--- src/rtl/wk_pkg.sv ---
package wk_pkg;

    typedef enum logic [1:0] {
        ST_IDLE  = 2'd0,
        ST_COUNT = 2'd1,
        ST_POWER = 2'd2,
        ST_RUN   = 2'd3
    } wk_state_e;

    typedef struct packed {
        logic done;
        logic trap;
    } wk_halt_t;

    function automatic wk_state_e halt_target(input logic en_after);
        return en_after ? ST_COUNT : ST_IDLE;
    endfunction

    function automatic logic is_powered(input wk_state_e s);
        return (s == ST_POWER) || (s == ST_RUN);
    endfunction

endpackage

--- src/rtl/wk_tick_counter.sv ---
module wk_tick_counter #(
    parameter int W = 8
) (
    input  logic         clk,
    input  logic         rst,
    input  logic         clear_i,
    input  logic         tick_i,
    input  logic [W-1:0] limit_i,
    output logic         hit_o
);
    logic [W-1:0] cnt_q;
    logic [W:0]   nxt;

    assign nxt   = (W+1)'(cnt_q) + (W+1)'(1);
    assign hit_o = ~clear_i & tick_i & (nxt >= {1'b0, limit_i});

    always_ff @(posedge clk) begin
        if (rst || clear_i)
            cnt_q <= '0;
        else if (tick_i)
            cnt_q <= nxt[W-1:0];
    end

    AST_CNT_BELOW_LIMIT: assert property (@(posedge clk) disable iff (rst)
        !clear_i |-> (cnt_q < limit_i));
endmodule

--- src/rtl/wk_seq_fsm.sv ---
module wk_seq_fsm
    import wk_pkg::*;
#(
    parameter int TW = 16,
    parameter int AW = 12
) (
    input  logic          clk,
    input  logic          rst,
    input  logic          start_i,
    input  logic [TW-1:0] thresh_i,
    input  logic [AW-1:0] entry_i,
    input  logic          host_clr_i,
    input  logic          core_clr_i,
    input  logic          done_i,
    input  logic          trap_i,
    input  logic          wake_hit_i,
    input  logic          settle_hit_i,
    output wk_state_e     state_o,
    output logic [TW-1:0] thr_o,
    output logic [AW-1:0] entry_o,
    output logic          trap_flag_o,
    output logic          en_o
);
    wk_state_e     state_q, state_d;
    logic [TW-1:0] thr_q;
    logic [AW-1:0] entry_q;
    logic          trap_q, en_q, en_d;
    wk_halt_t      halt;
    logic          halting;
    logic [TW-1:0] thr_sample;

    assign halt       = '{done: done_i, trap: trap_i};
    assign halting    = (state_q == ST_RUN) && (halt.done || halt.trap);
    assign thr_sample = (thresh_i == '0) ? TW'(1) : thresh_i;

    always_comb begin
        en_d    = en_q & ~(host_clr_i | core_clr_i);
        state_d = state_q;
        unique case (state_q)
            ST_IDLE: if (start_i) begin
                state_d = ST_COUNT;
                en_d    = 1'b1;
            end
            ST_COUNT: begin
                if (!en_d)           state_d = ST_IDLE;
                else if (wake_hit_i) state_d = ST_POWER;
            end
            ST_POWER: if (settle_hit_i) state_d = ST_RUN;
            ST_RUN:   if (halting)      state_d = halt_target(en_d);
            default:  state_d = ST_IDLE;
        endcase
    end

    always_ff @(posedge clk) begin
        if (rst) begin
            state_q <= ST_IDLE;
            thr_q   <= TW'(1);
            entry_q <= '0;
            trap_q  <= 1'b0;
            en_q    <= 1'b0;
        end else begin
            state_q <= state_d;
            en_q    <= en_d;
            if (state_q == ST_IDLE && start_i) begin
                entry_q <= entry_i;
                thr_q   <= thr_sample;
            end
            if (halting) begin
                trap_q <= halt.trap;
                thr_q  <= thr_sample;
            end
        end
    end

    assign state_o     = state_q;
    assign thr_o       = thr_q;
    assign entry_o     = entry_q;
    assign trap_flag_o = trap_q;
    assign en_o        = en_q;

    AST_WAKE_NEEDS_HIT: assert property (@(posedge clk) disable iff (rst)
        ($past(state_q) == ST_COUNT && state_q == ST_POWER) |-> $past(wake_hit_i));
    AST_RUN_FROM_POWER: assert property (@(posedge clk) disable iff (rst)
        (state_q == ST_RUN && $past(state_q) != ST_RUN) |-> ($past(state_q) == ST_POWER && $past(settle_hit_i)));
    AST_HALT_NEEDS_EVENT: assert property (@(posedge clk) disable iff (rst)
        ($past(state_q) == ST_RUN && state_q != ST_RUN) |-> $past(done_i || trap_i));
    AST_TRAP_ONLY_AT_HALT: assert property (@(posedge clk) disable iff (rst)
        ($past(state_q) != ST_RUN) |-> $stable(trap_q));
    AST_ENTRY_HELD: assert property (@(posedge clk) disable iff (rst)
        ($past(state_q) != ST_IDLE) |-> $stable(entry_q));
endmodule

--- src/rtl/wakeup_seq.sv ---
module wakeup_seq
    import wk_pkg::*;
#(
    parameter int TW           = 16,
    parameter int AW           = 12,
    parameter int SETTLE_TICKS = 3
) (
    input  logic          clk,
    input  logic          rst,
    input  logic          tick_i,
    input  logic          start_i,
    input  logic [TW-1:0] thresh_i,
    input  logic [AW-1:0] entry_i,
    input  logic          host_en_clr_i,
    input  logic          core_en_clr_i,
    input  logic          done_i,
    input  logic          trap_i,
    output logic          pwr_req_o,
    output logic          rst_rel_o,
    output logic [AW-1:0] entry_o,
    output logic [1:0]    state_o,
    output logic          trap_flag_o,
    output logic          sleep_en_o
);
    localparam int SW = $clog2(SETTLE_TICKS + 1);

    wk_state_e     state;
    logic [TW-1:0] thr;
    logic          wake_hit, settle_hit;

    wk_seq_fsm #(.TW(TW), .AW(AW)) u_fsm (
        .clk          (clk),
        .rst          (rst),
        .start_i      (start_i),
        .thresh_i     (thresh_i),
        .entry_i      (entry_i),
        .host_clr_i   (host_en_clr_i),
        .core_clr_i   (core_en_clr_i),
        .done_i       (done_i),
        .trap_i       (trap_i),
        .wake_hit_i   (wake_hit),
        .settle_hit_i (settle_hit),
        .state_o      (state),
        .thr_o        (thr),
        .entry_o      (entry_o),
        .trap_flag_o  (trap_flag_o),
        .en_o         (sleep_en_o)
    );

    wk_tick_counter #(.W(TW)) u_interval (
        .clk     (clk),
        .rst     (rst),
        .clear_i (state != ST_COUNT),
        .tick_i  (tick_i),
        .limit_i (thr),
        .hit_o   (wake_hit)
    );

    wk_tick_counter #(.W(SW)) u_settle (
        .clk     (clk),
        .rst     (rst),
        .clear_i (state != ST_POWER),
        .tick_i  (tick_i),
        .limit_i (SW'(SETTLE_TICKS)),
        .hit_o   (settle_hit)
    );

    assign state_o   = state;
    assign pwr_req_o = is_powered(state);
    assign rst_rel_o = (state == ST_RUN);

    AST_NO_RELEASE_UNPOWERED: assert property (@(posedge clk) disable iff (rst)
        $rose(rst_rel_o) |-> $past(pwr_req_o));
endmodule

--- config.mk ---
export PLATFORM = sky130hd
export DESIGN_NAME = wakeup_seq
export DESIGN_NICKNAME = d
export VERILOG_FILES = /design/src/rtl/wk_pkg.sv /design/src/rtl/wk_tick_counter.sv /design/src/rtl/wk_seq_fsm.sv /design/src/rtl/wakeup_seq.sv
export SDC_FILE = /design/constraint.sdc
export NUM_CORES = 1
export LEC_CHECK = 0
export BUFFER_PORTS_ARGS = -buffer_cell sky130_fd_sc_hd__clkbuf_2
export CAP_MARGIN = 0
export CELL_PAD_IN_SITES_DETAIL_PLACEMENT = 1
export CELL_PAD_IN_SITES_GLOBAL_PLACEMENT = 1
export CORE_ASPECT_RATIO = 1.2
export CORE_MARGIN = 1
export CORE_UTILIZATION = 43
export DETAILED_ROUTE_END_ITERATION = 10
export PLACE_DENSITY = 0.87
export SKIP_CTS_REPAIR_TIMING = 1
export SYNTH_ARGS = -nofsm -noshare
export SYNTH_HDL_FRONTEND = slang
export SYNTH_SLANG_ARGS = --single-unit
--- constraint.sdc ---
create_clock -name clk -period 6.1 [get_ports clk]
set_input_delay 0.61 -clock clk [delete_from_list [all_inputs] [get_ports clk]]
set_output_delay 0.61 -clock clk [all_outputs]
set_load 0.005 [all_outputs]
==> flow_summary.toml, run 1 <==
[finish]
final_common_cell = "nand2_1"
drive_above_1_share_pct = 19.2
diodes = 0
areaGrowthSynthToFinish_pct = 15.0
finalNetCount = 429
layout_common_cells = "nand2_1, clkbuf_2, dfxtp_1"

[synth]
synthCells = 330
synth_edf_count = 0
syn_area_per_cell_um2 = 8.05
async_flop_share_pct = 0
ys_seq_area_share_pct = 37.7
yosys.cell_types.count = 44
ys.flop_type = "dfxtp_1"
synth_seq_cells = 50
synth_area_um2 = 2660
ys_warn_count = 0
syn_nets = 385

[floorplanning]
coreArea_um2 = 6010
ios = 54
initial_utilization_pct = 44.2
die-area_um2 = 6500
row_count = 31
die_h_um = 88.1
die_w_um = 73.8

[setup_path]
start_kind = "register"
worst-setup-path-type = "register to register"
r2r_cells = 11
worst-path-max-fanout = 9
endpoint_kind = "register"
reg2reg_slack_ps = 3020
required_ps = 6320
critPathArrivalTime_ps = 3300
path_cells = "ha_1 > nand3_2 > nor3_4 > nand3_1 > xnor2_1 > ha_1 > nand3_1 > nor4_1 > a221oi_1 > and4_4 > a221oi_2"
cpPeakStageDelay_ps = 440
cp_slowest_cell = "dfxtp_1"
r2r_start = "u_interval.cnt_q[0]"
crit_path_start = "u_interval.cnt_q[0]"

[drt]
wl_per_cell_um = 14.7
ant_nets = 0
vias_per_cell = 5.14
drt_wl_total_um = 6710
dr.pass1.iters = 4
drt-initial-drc-count = 105
drc = 0
dr_total_vias = 2348

[sta]
tns_ps = 0
rsz0062_at_grt = "no"
slew_headroom_pct = 39.5
period_minus_slack_ps = 3080
finalHoldViolCount = 0
setup_viol = 0
finalCritPeriodShare_pct = 50.4
fin_ws_ps = 3020
skew_ps = 7.14
tightest_slew_ps = 904
fmax_ghz = 0.325
final_max_slew_viol_count = 0

[global_route]
grt_pass1_vias = 2470
grt_pass1_wl_um = 11200
grt_start_max_net_pins = 36
grtUsageTotal_pct = 22.4
gr-total-overflow = 0
antenna_found_initial = 0

[clock_network]
cts_tree = "done"
cts_sinks = 50
cts.reportedPaths.clkPinSlew_ps = 100
cts_root_buf = "clkbuf_8"
insertion_delay_ps = 310
max-clock-path-buffers = 2
numCtsBuffers = 5
htree_levels = 2

[min_path]
hold_depth = 2
hold_start = "u_fsm.thr_o[1]"
worstHoldEndpoint = "u_fsm.thr_o[1]"
hold_class = "register to register"

[placed_design]
gp_congestion = 0.808
portBuffers = 53
pre_cts_ws_ps = 3140
dp_hpwl_um = 5100

[status]
status = "finished, final reports clean"

[flow_run]
max_cap_viol_count = 0

[power_and_ir_drop]
p_per_area_nw_per_um2 = 211
ir_worst_vdd_mv = 0.138
p_leak_nw = 1.29
[state kept, by name, summed over array words and instances, names as in the netlist, named ones only]
| name | cells |
|---|---|
| u_fsm.trap_flag_o | 1 |
| u_interval.cnt_q | 16 |
| u_fsm.state_o | 1 |
| u_fsm.thr_o | 16 |
| u_settle.cnt_q | 2 |
| u_fsm.en_o | 1 |
| u_fsm.entry_o | 12 |
[power breakdown]
group / leakage, nW / internal, mW / switching (mW)
clock: 0.0478 / 0.0936 / 0.117
combinational: 0.838 / 0.0343 / 0.0511
sequential: 0.408 / 0.340 / 0.00863
[cell usage after synthesis (4+ instances only)]
library cell,instances,area share [%]
a21o_1,4,1.1
a21oi_1,35,6.6
buf_2,4,0.75
clkbuf_1,9,1.3
dfxtp_1,50,38
ha_1,19,8.9
inv_1,20,2.8
nand2_1,70,9.9
nand3_1,9,1.7
nand4_1,9,2.1
nor2_1,26,3.7
nor4_1,5,1.2
xnor2_1,13,4.3
xor2_1,17,5.6
[logic make-up (layout without fill, tap and decap cells)]
group | count (synthesis) | in the layout | share of synthesized area [%]
muxes | 1 | 1 | 0.377
buffers and inverters | 36 | 81 | 5.41
and+or+nand+nor | 141 | 141 | 25.8
AOI/OAI and AO/OA | 53 | 53 | 11.9
xor gates and xnor gates | 30 | 30 | 9.89
adders and majority gates | 19 | 19 | 8.95
DFF | 50 | 50 | 37.7
[area by class of cell]
type	instances	area, um^2
Clock buffer	6	82.6
Sequential cell	50	1000
Inverter	20	75.1
Tap cell	82	103
Timing Repair Buffer	53	265
Multi-Input combinational cell	244	1510
Clock inverter	2	16.3
Fill cell	771	2960
[per-layer routing]
metal	global-route usage, %	part of all wire (%)	vias to the layer above
li1	-	-	1193
met1	26.5	42	1096
met2	40.5	53	46
met3	3.68	2.8	13
met4	8.04	2.1	0
met5	0	0	-
[how the worst max path moves through the flow]
stage / slack [ps] / to / depth (start not counted)
global route: 2730 / register / 11
CTS: 3060 / register / 11
detailed placement: 3140 / register / 11
floorplan: 3500 / register / 11
finish: 3020 / register / 11
global placement: 3320 / u_fsm.state_o[0] / 11
[worst max-delay path, delay by kind of cell (launching register included)]
family	cells	cell delay, ps
adders and majority gates	2	580
and+or+nand+nor	6	1400
AOI/OAI and AO/OA	2	390
DFF	1	440
xor gates and xnor gates	1	190
[stage by stage]
stage          area (um^2)  std cells  total power, mW  util, %  hold WS (ps)
6_report              3060        457            0.645     50.8           456
5_1_grt               3060        457            0.673     50.8           482
4_1_cts               3060        457            0.649     50.8           460
3_5_place_dp          2960        449            0.441     49.2           445
3_3_place_gp          2960        449            0.437     49.2           439
2_1_floorplan         2660        330            0.408        -           432
Note: power is estimated with default switching activity, not from simulation.
==> run 2, diff against run 1 <==
--- a/config.mk
+++ b/config.mk
@@ -5,15 +5,16 @@
 export SDC_FILE = /design/constraint.sdc
 export NUM_CORES = 1
 export LEC_CHECK = 0
+export ABC_AREA = 1
 export BUFFER_PORTS_ARGS = -buffer_cell sky130_fd_sc_hd__clkbuf_2
 export CAP_MARGIN = 0
 export CELL_PAD_IN_SITES_DETAIL_PLACEMENT = 1
 export CELL_PAD_IN_SITES_GLOBAL_PLACEMENT = 1
 export CORE_ASPECT_RATIO = 1.2
 export CORE_MARGIN = 1
-export CORE_UTILIZATION = 43
+export CORE_UTILIZATION = 39
 export DETAILED_ROUTE_END_ITERATION = 10
-export PLACE_DENSITY = 0.87
+export PLACE_DENSITY = 0.82
 export SKIP_CTS_REPAIR_TIMING = 1
 export SYNTH_ARGS = -nofsm -noshare
 export SYNTH_HDL_FRONTEND = slang
==> constraint.sdc (replaced) <==
create_clock -name clk -period 2.9 [get_ports clk]
set_input_delay 0.29 -clock clk [delete_from_list [all_inputs] [get_ports clk]]
set_output_delay 0.29 -clock clk [all_outputs]
set_load 0.005 [all_outputs]
==> flow_summary.toml, run 2 <==
[global_route]
grtUsageTotal_pct = 20.9
grt_start_max_net_pins = 33
grt_pass1_wl_um = 11900
antenna_found_initial = 0
gr-total-overflow = 0
grt_pass1_vias = 2567

[finish]
fillers = 842
final_common_cell = "nor2_1"
layout_common_cells = "nor2_1, inv_1, clkbuf_2"
ff_latch_area_um2 = 1010
drive_above_1_share_pct = 21.8
multi_input_area_um2 = 1420
finalNetCount = 476
areaGrowthSynthToFinish_pct = 18.7
diodes = 0
utilization_pct = 48.5

[floorplanning]
row_count = 32
ios = 54
initial_utilization_pct = 40.9
coreArea_um2 = 6530
die_h_um = 92.6
die_w_um = 77.5
die-area_um2 = 7180

[drt]
drt-initial-drc-count = 61
dr.pass1.iters = 4
ant_nets = 0
vias_per_cell = 4.93
drc = 0
wl_per_cell_um = 13.9
drt_wl_total_um = 7040
dr_total_vias = 2497

[setup_path]
r2r_start = "u_interval.cnt_q[2]"
cpMostUsedCell = "nor2_1"
endpoint_kind = "register"
critPathArrivalTime_ps = 2900
required_ps = 3120
path_cells = "nand4_1 > nor2_1 > inv_1 > nor2_2 > inv_2 > nor2_4 > nand3_2 > xor2_2 > inv_2 > ha_4 > nand4_1 > nor2_1 > nand3_1 > nand3_1 > nor2_1 > nand2_1 > nand2_1 > nand2_2 > nand3_2 > nor2_1 > nor2_1"
r2r_end = "u_fsm.state_o[0]"
reg2reg_slack_ps = 220
cpPeakStageDelay_ps = 380
r2r_cells = 21
cp_slowest_cell = "dfxtp_4"
worst-path-max-fanout = 5
path_buf_inv = 3
worst-setup-path-type = "register to register"
start_kind = "register"
critical-path-top-delay-family = "simple AND/OR/NAND/NOR gates"

[power_and_ir_drop]
p_leak_nw = 1.54
ir_worst_vdd_mv = 0.347
p_per_area_nw_per_um2 = 473

[sta]
fmax_ghz = 0.373
finalCritPeriodShare_pct = 92.3
rsz0062_at_grt = "no"
slew_headroom_pct = 64.5
setup_viol = 0
tns_ps = 0
skew_ps = 5.63
period_minus_slack_ps = 2680
tightest_slew_ps = 531
final_max_slew_viol_count = 0
finalHoldViolCount = 0

[clock_network]
max-clock-path-buffers = 2
htree_levels = 2
cts_sinks = 50
insertion_delay_ps = 320
cts.reportedPaths.clkPinSlew_ps = 110
cts_tree = "done"
numCtsBuffers = 5
cts_root_buf = "clkbuf_8"

[synth]
ys_top_cells_by_count = "nor2_1, inv_1, dfxtp_1"
synth_area_um2 = 2670
synth_top_area_share_pct = 37.5
ys_warn_count = 0
synth_seq_cells = 50
synth_largest_area_cell = "dfxtp_1"
syn_area_per_cell_um2 = 7.25
synth.most_common_cell = "nor2_1"
syn_nets = 423
yosys-top-cells-area = "dfxtp_1, ha_1, nor2_1"
yosys.cell_types.count = 29
async_flop_share_pct = 0
synthCells = 368
synth_edf_count = 0
ys_seq_area_share_pct = 37.5
ys.flop_type = "dfxtp_1"

[min_path]
hold_start = "entry_i[4]"
worstHoldEndpoint = "u_fsm.entry_o[4]"
hold_depth = 3
hold_class = "primary input to register"

[status]
status = "finished, final reports clean"

[placed_design]
dp_hpwl_um = 5390
portBuffers = 53
gp_congestion = 0.761

[flow_run]
max_cap_viol_count = 0
-- run 2: changes by cell type in the layout (fill, tap and decap cells not counted), sizes merged, moves of 6 or more --
| cell | delta |
|---|---|
| a21oi | -10 |
| xnor2 | -11 |
| o21ai | +30 |
| nand2 | -20 |
| buf | +6 |
| inv | +38 |
| nor2 | +42 |
| a211oi | +11 |
| xor2 | -6 |
-- run 2: how the worst max path moves through the flow --
stage | start | cells after the start | end
finish | u_interval.cnt_q[2] | 21 | u_fsm.state_o[0]
global route | u_interval.cnt_q[2] | 21 | u_fsm.state_o[0]
CTS | u_interval.cnt_q[2] | 21 | u_fsm.state_o[0]
detailed placement | u_interval.cnt_q[2] | 21 | u_fsm.state_o[0]
global placement | u_interval.cnt_q[2] | 21 | u_fsm.state_o[0]
floorplan | u_interval.cnt_q[2] | 21 | u_fsm.state_o[0]
-- run 2: area by class of cell --
| type | count | share of cell area (%) |
|---|---|---|
| sequential | 50 | 31.9 |
| timing repair buffer | 59 | 9.80 |
| multi-input combinational | 247 | 44.9 |
| clock inverter | 3 | 0.909 |
| tap | 85 | 3.36 |
| inverter | 58 | 6.88 |
| clock buffer | 5 | 2.17 |
-- run 2: layer usage --
metal  vias up  part of all wire [%]  GRT usage (%)
li1       1278                     -              -
met1      1177                    44           23.5
met4         0                  0.97           5.19
met5         -                     0              0
met2        37                    53           40.3
met3         5                   2.9           3.45
-- run 2: cells by family (layout without fill, tap and decap cells) --
logic type / count (synthesis) / count (layout) / synth area share (%)
compound gates: 74 / 74 / 15.4
xor+xnor: 13 / 13 / 4.27
fa+ha+maj: 19 / 19 / 8.91
buf+inv: 71 / 125 / 10.4
flops: 50 / 50 / 37.5
simple gates: 141 / 141 / 23.5
-- run 2: power by group --
part | switching, mW | internal, mW | total, mW
logic | 0.175 | 0.113 | 0.288
registers | 0.0269 | 0.734 | 0.761
clock network | 0.268 | 0.179 | 0.448
total | 0.470 | 1.03 | 1.50
-- run 2: worst register-to-register path, stage by stage, from the launching register on --
cell and delay [ps]:
dfxtp_4 380, nand4_1 150, nor2_1 140, inv_1 80
nor2_2 150, inv_2 80, nor2_4 120, nand3_2 100
xor2_2 220, inv_2 70, ha_4 270, nand4_1 70
nor2_1 90, nand3_1 70, nand3_1 90, nor2_1 60
nand2_1 60, nand2_1 60, nand2_2 100, nand3_2 90
nor2_1 130, nor2_1 40
-- run 2: through the flow --
stage                     cells  power (mW)  setup slack [ps]  hold slack [ps]  instance area (um^2)
after floorplan             368       0.955               543              434                  2670
after global placement      496        1.05               294              455                  3000
after detailed placement    496        1.06               195              460                  3000
after CTS                   504        1.51               165              209                  3100
after global routing        507        1.58              8.06              221                  3170
final                       507        1.50               222              214                  3170
==> run 3, diff against run 2 <==
--- a/config.mk
+++ b/config.mk
@@ -10,11 +10,12 @@
 export CAP_MARGIN = 0
 export CELL_PAD_IN_SITES_DETAIL_PLACEMENT = 1
 export CELL_PAD_IN_SITES_GLOBAL_PLACEMENT = 1
-export CORE_ASPECT_RATIO = 1.2
+export CORE_ASPECT_RATIO = 1.25
 export CORE_MARGIN = 1
 export CORE_UTILIZATION = 39
 export DETAILED_ROUTE_END_ITERATION = 10
 export PLACE_DENSITY = 0.82
+export REMOVE_ABC_BUFFERS = 1
 export SKIP_CTS_REPAIR_TIMING = 1
 export SYNTH_ARGS = -nofsm -noshare
 export SYNTH_HDL_FRONTEND = slang
==> constraint.sdc (replaced) <==
create_clock -name clk -period 2.7 [get_ports clk]
set_input_delay 0.27 -clock clk [delete_from_list [all_inputs] [get_ports clk]]
set_output_delay 0.27 -clock clk [all_outputs]
set_load 0.005 [all_outputs]
==> flow_summary.toml, run 3 (synthesis gave the netlist of run 2 again) <==
[finish]
diodes = 0
layout_common_cells = "nor2_1, inv_1, clkbuf_2"
drive_above_1_share_pct = 23.8
finalNetCount = 479
areaGrowthSynthToFinish_pct = 21.6
stdcell_area_um2 = 3240
utilization_pct = 49.4
final_common_cell = "nor2_1"

[global_route]
gr-total-overflow = 0
grt_pass1_wl_um = 12000
grt_start_max_net_pins = 33
grtUsageTotal_pct = 21.1
antenna_found_initial = 0
grt_pass1_vias = 2653

[power_and_ir_drop]
p_sw_mw = 0.482
finalPower_mw = 1.68
p_leak_nw = 1.56
p_per_area_nw_per_um2 = 517
p_seq_share_pct = 48.9
ir_worst_vdd_mv = 0.262
combPwrFrac_pct = 19.2
p_int_mw = 1.19
switching_share_pct = 28.7
power_frac_clock_pct = 31.9

[sta]
finalHoldViolCount = 0
fmax_ghz = 0.378
finalCritPeriodShare_pct = 98.1
setup_viol = 0
final_max_slew_viol_count = 0
hold_slack_ps = 211
slew_headroom_pct = 57.5
tightest_slew_ps = 634
skew_ps = 5.57
rsz0062_at_grt = "yes"
fin_ws_ps = 51.6
period_minus_slack_ps = 2650

[clock_network]
htree_levels = 2
cts.reportedPaths.clkPinSlew_ps = 100
cts_root_buf = "clkbuf_8"
numCtsBuffers = 5
insertion_delay_ps = 300
cts_tree = "done"
max-clock-path-buffers = 2
cts_sinks = 50

[setup_path]
start_kind = "register"
required_ps = 2910
cpPeakStageDelay_ps = 390
path_cells = "nand4_1 > nor2_1 > inv_1 > nor2_2 > inv_2 > nor2_4 > nand3_2 > xor2_2 > inv_2 > ha_4 > nand4_1 > nor2_1 > nand3_1 > nand3_2 > nor2_2 > nand2_1 > nand2_1 > nand2_2 > nand3_4 > nor2_4 > nor2_1"
endpoint_kind = "register"
cp_slowest_cell = "dfxtp_4"
worst-path-max-fanout = 5
critPathArrivalTime_ps = 2860
worst-setup-path-type = "register to register"
cpMostUsedCell = "nor2_1"

[placed_design]
dp_hpwl_um = 5590
placed_cell_area_um2 = 3030
pre_cts_ws_ps = -20.7
portBuffers = 53
gp_congestion = 0.800

[floorplanning]
die_w_um = 76.0
coreArea_um2 = 6570
die_h_um = 94.5
row_count = 33
initial_utilization_pct = 40.6
die-area_um2 = 7180
ios = 54

[drt]
drt-initial-drc-count = 32
dr.pass1.iters = 4
vias_per_cell = 5.00
dr_total_vias = 2562
ant_nets = 0
wl_per_cell_um = 14.4
drt_wl_total_um = 7350
drc = 0

[flow_run]
max_cap_viol_count = 0

[status]
status = "finished, final reports clean"

[min_path]
hold_class = "primary input to register"
## run 3: worst max-delay path, delay by kind of cell (launching register included)
kind / cells / cell delay [ps]
xor gates and xnor gates: 1 / 180
adders and majority gates: 1 / 270
buffers and inverters: 3 / 210
DFF: 1 / 390
and+or+nand+nor: 16 / 1500
## run 3: per-stage QoR
step	cells	setup TNS (ps)
3_3_place_gp	501	0
5_1_grt	512	-428
3_5_place_dp	501	-23.1
6_report	512	0
2_1_floorplan	355	0
4_1_cts	509	-84.4
## run 3: final cells by class
cell class                 count  area, um^2
inverter                      58         218
clock inverter                 2        37.5
tap                           87         109
clock buffer                   6        72.6
multi-input combinational    247        1460
timing repair buffer          62         333
fill                         850        3320
sequential                    50        1010
## run 3: worst paths after layout
kind              slack, ps          endpoint  cells past startpoint                 from
hold / removal          210  u_fsm.entry_o[2]                      3           entry_i[2]
setup reg to reg         50  u_fsm.state_o[0]                     21  u_interval.cnt_q[2]
hold reg to reg         480    u_fsm.thr_o[3]                      2       u_fsm.thr_o[3]
setup / recovery         50  u_fsm.state_o[0]                     21  u_interval.cnt_q[2]
## run 3: layer usage
layer  track usage [%]  wire [um]
met1              21.9       2940
met3              3.00        246
met4              8.17        166
met2              42.7       4010
met5                 0          0
## run 3: power groups by stage
stage | Combinational [mW] | Sequential [mW] | Clock (mW)
floorplan | 0.181 | 0.832 | 0
global placement | 0.300 | 0.833 | 0
detailed placement | 0.313 | 0.836 | 0
CTS | 0.316 | 0.819 | 0.550
global route | 0.370 | 0.827 | 0.575
finish | 0.322 | 0.820 | 0.536
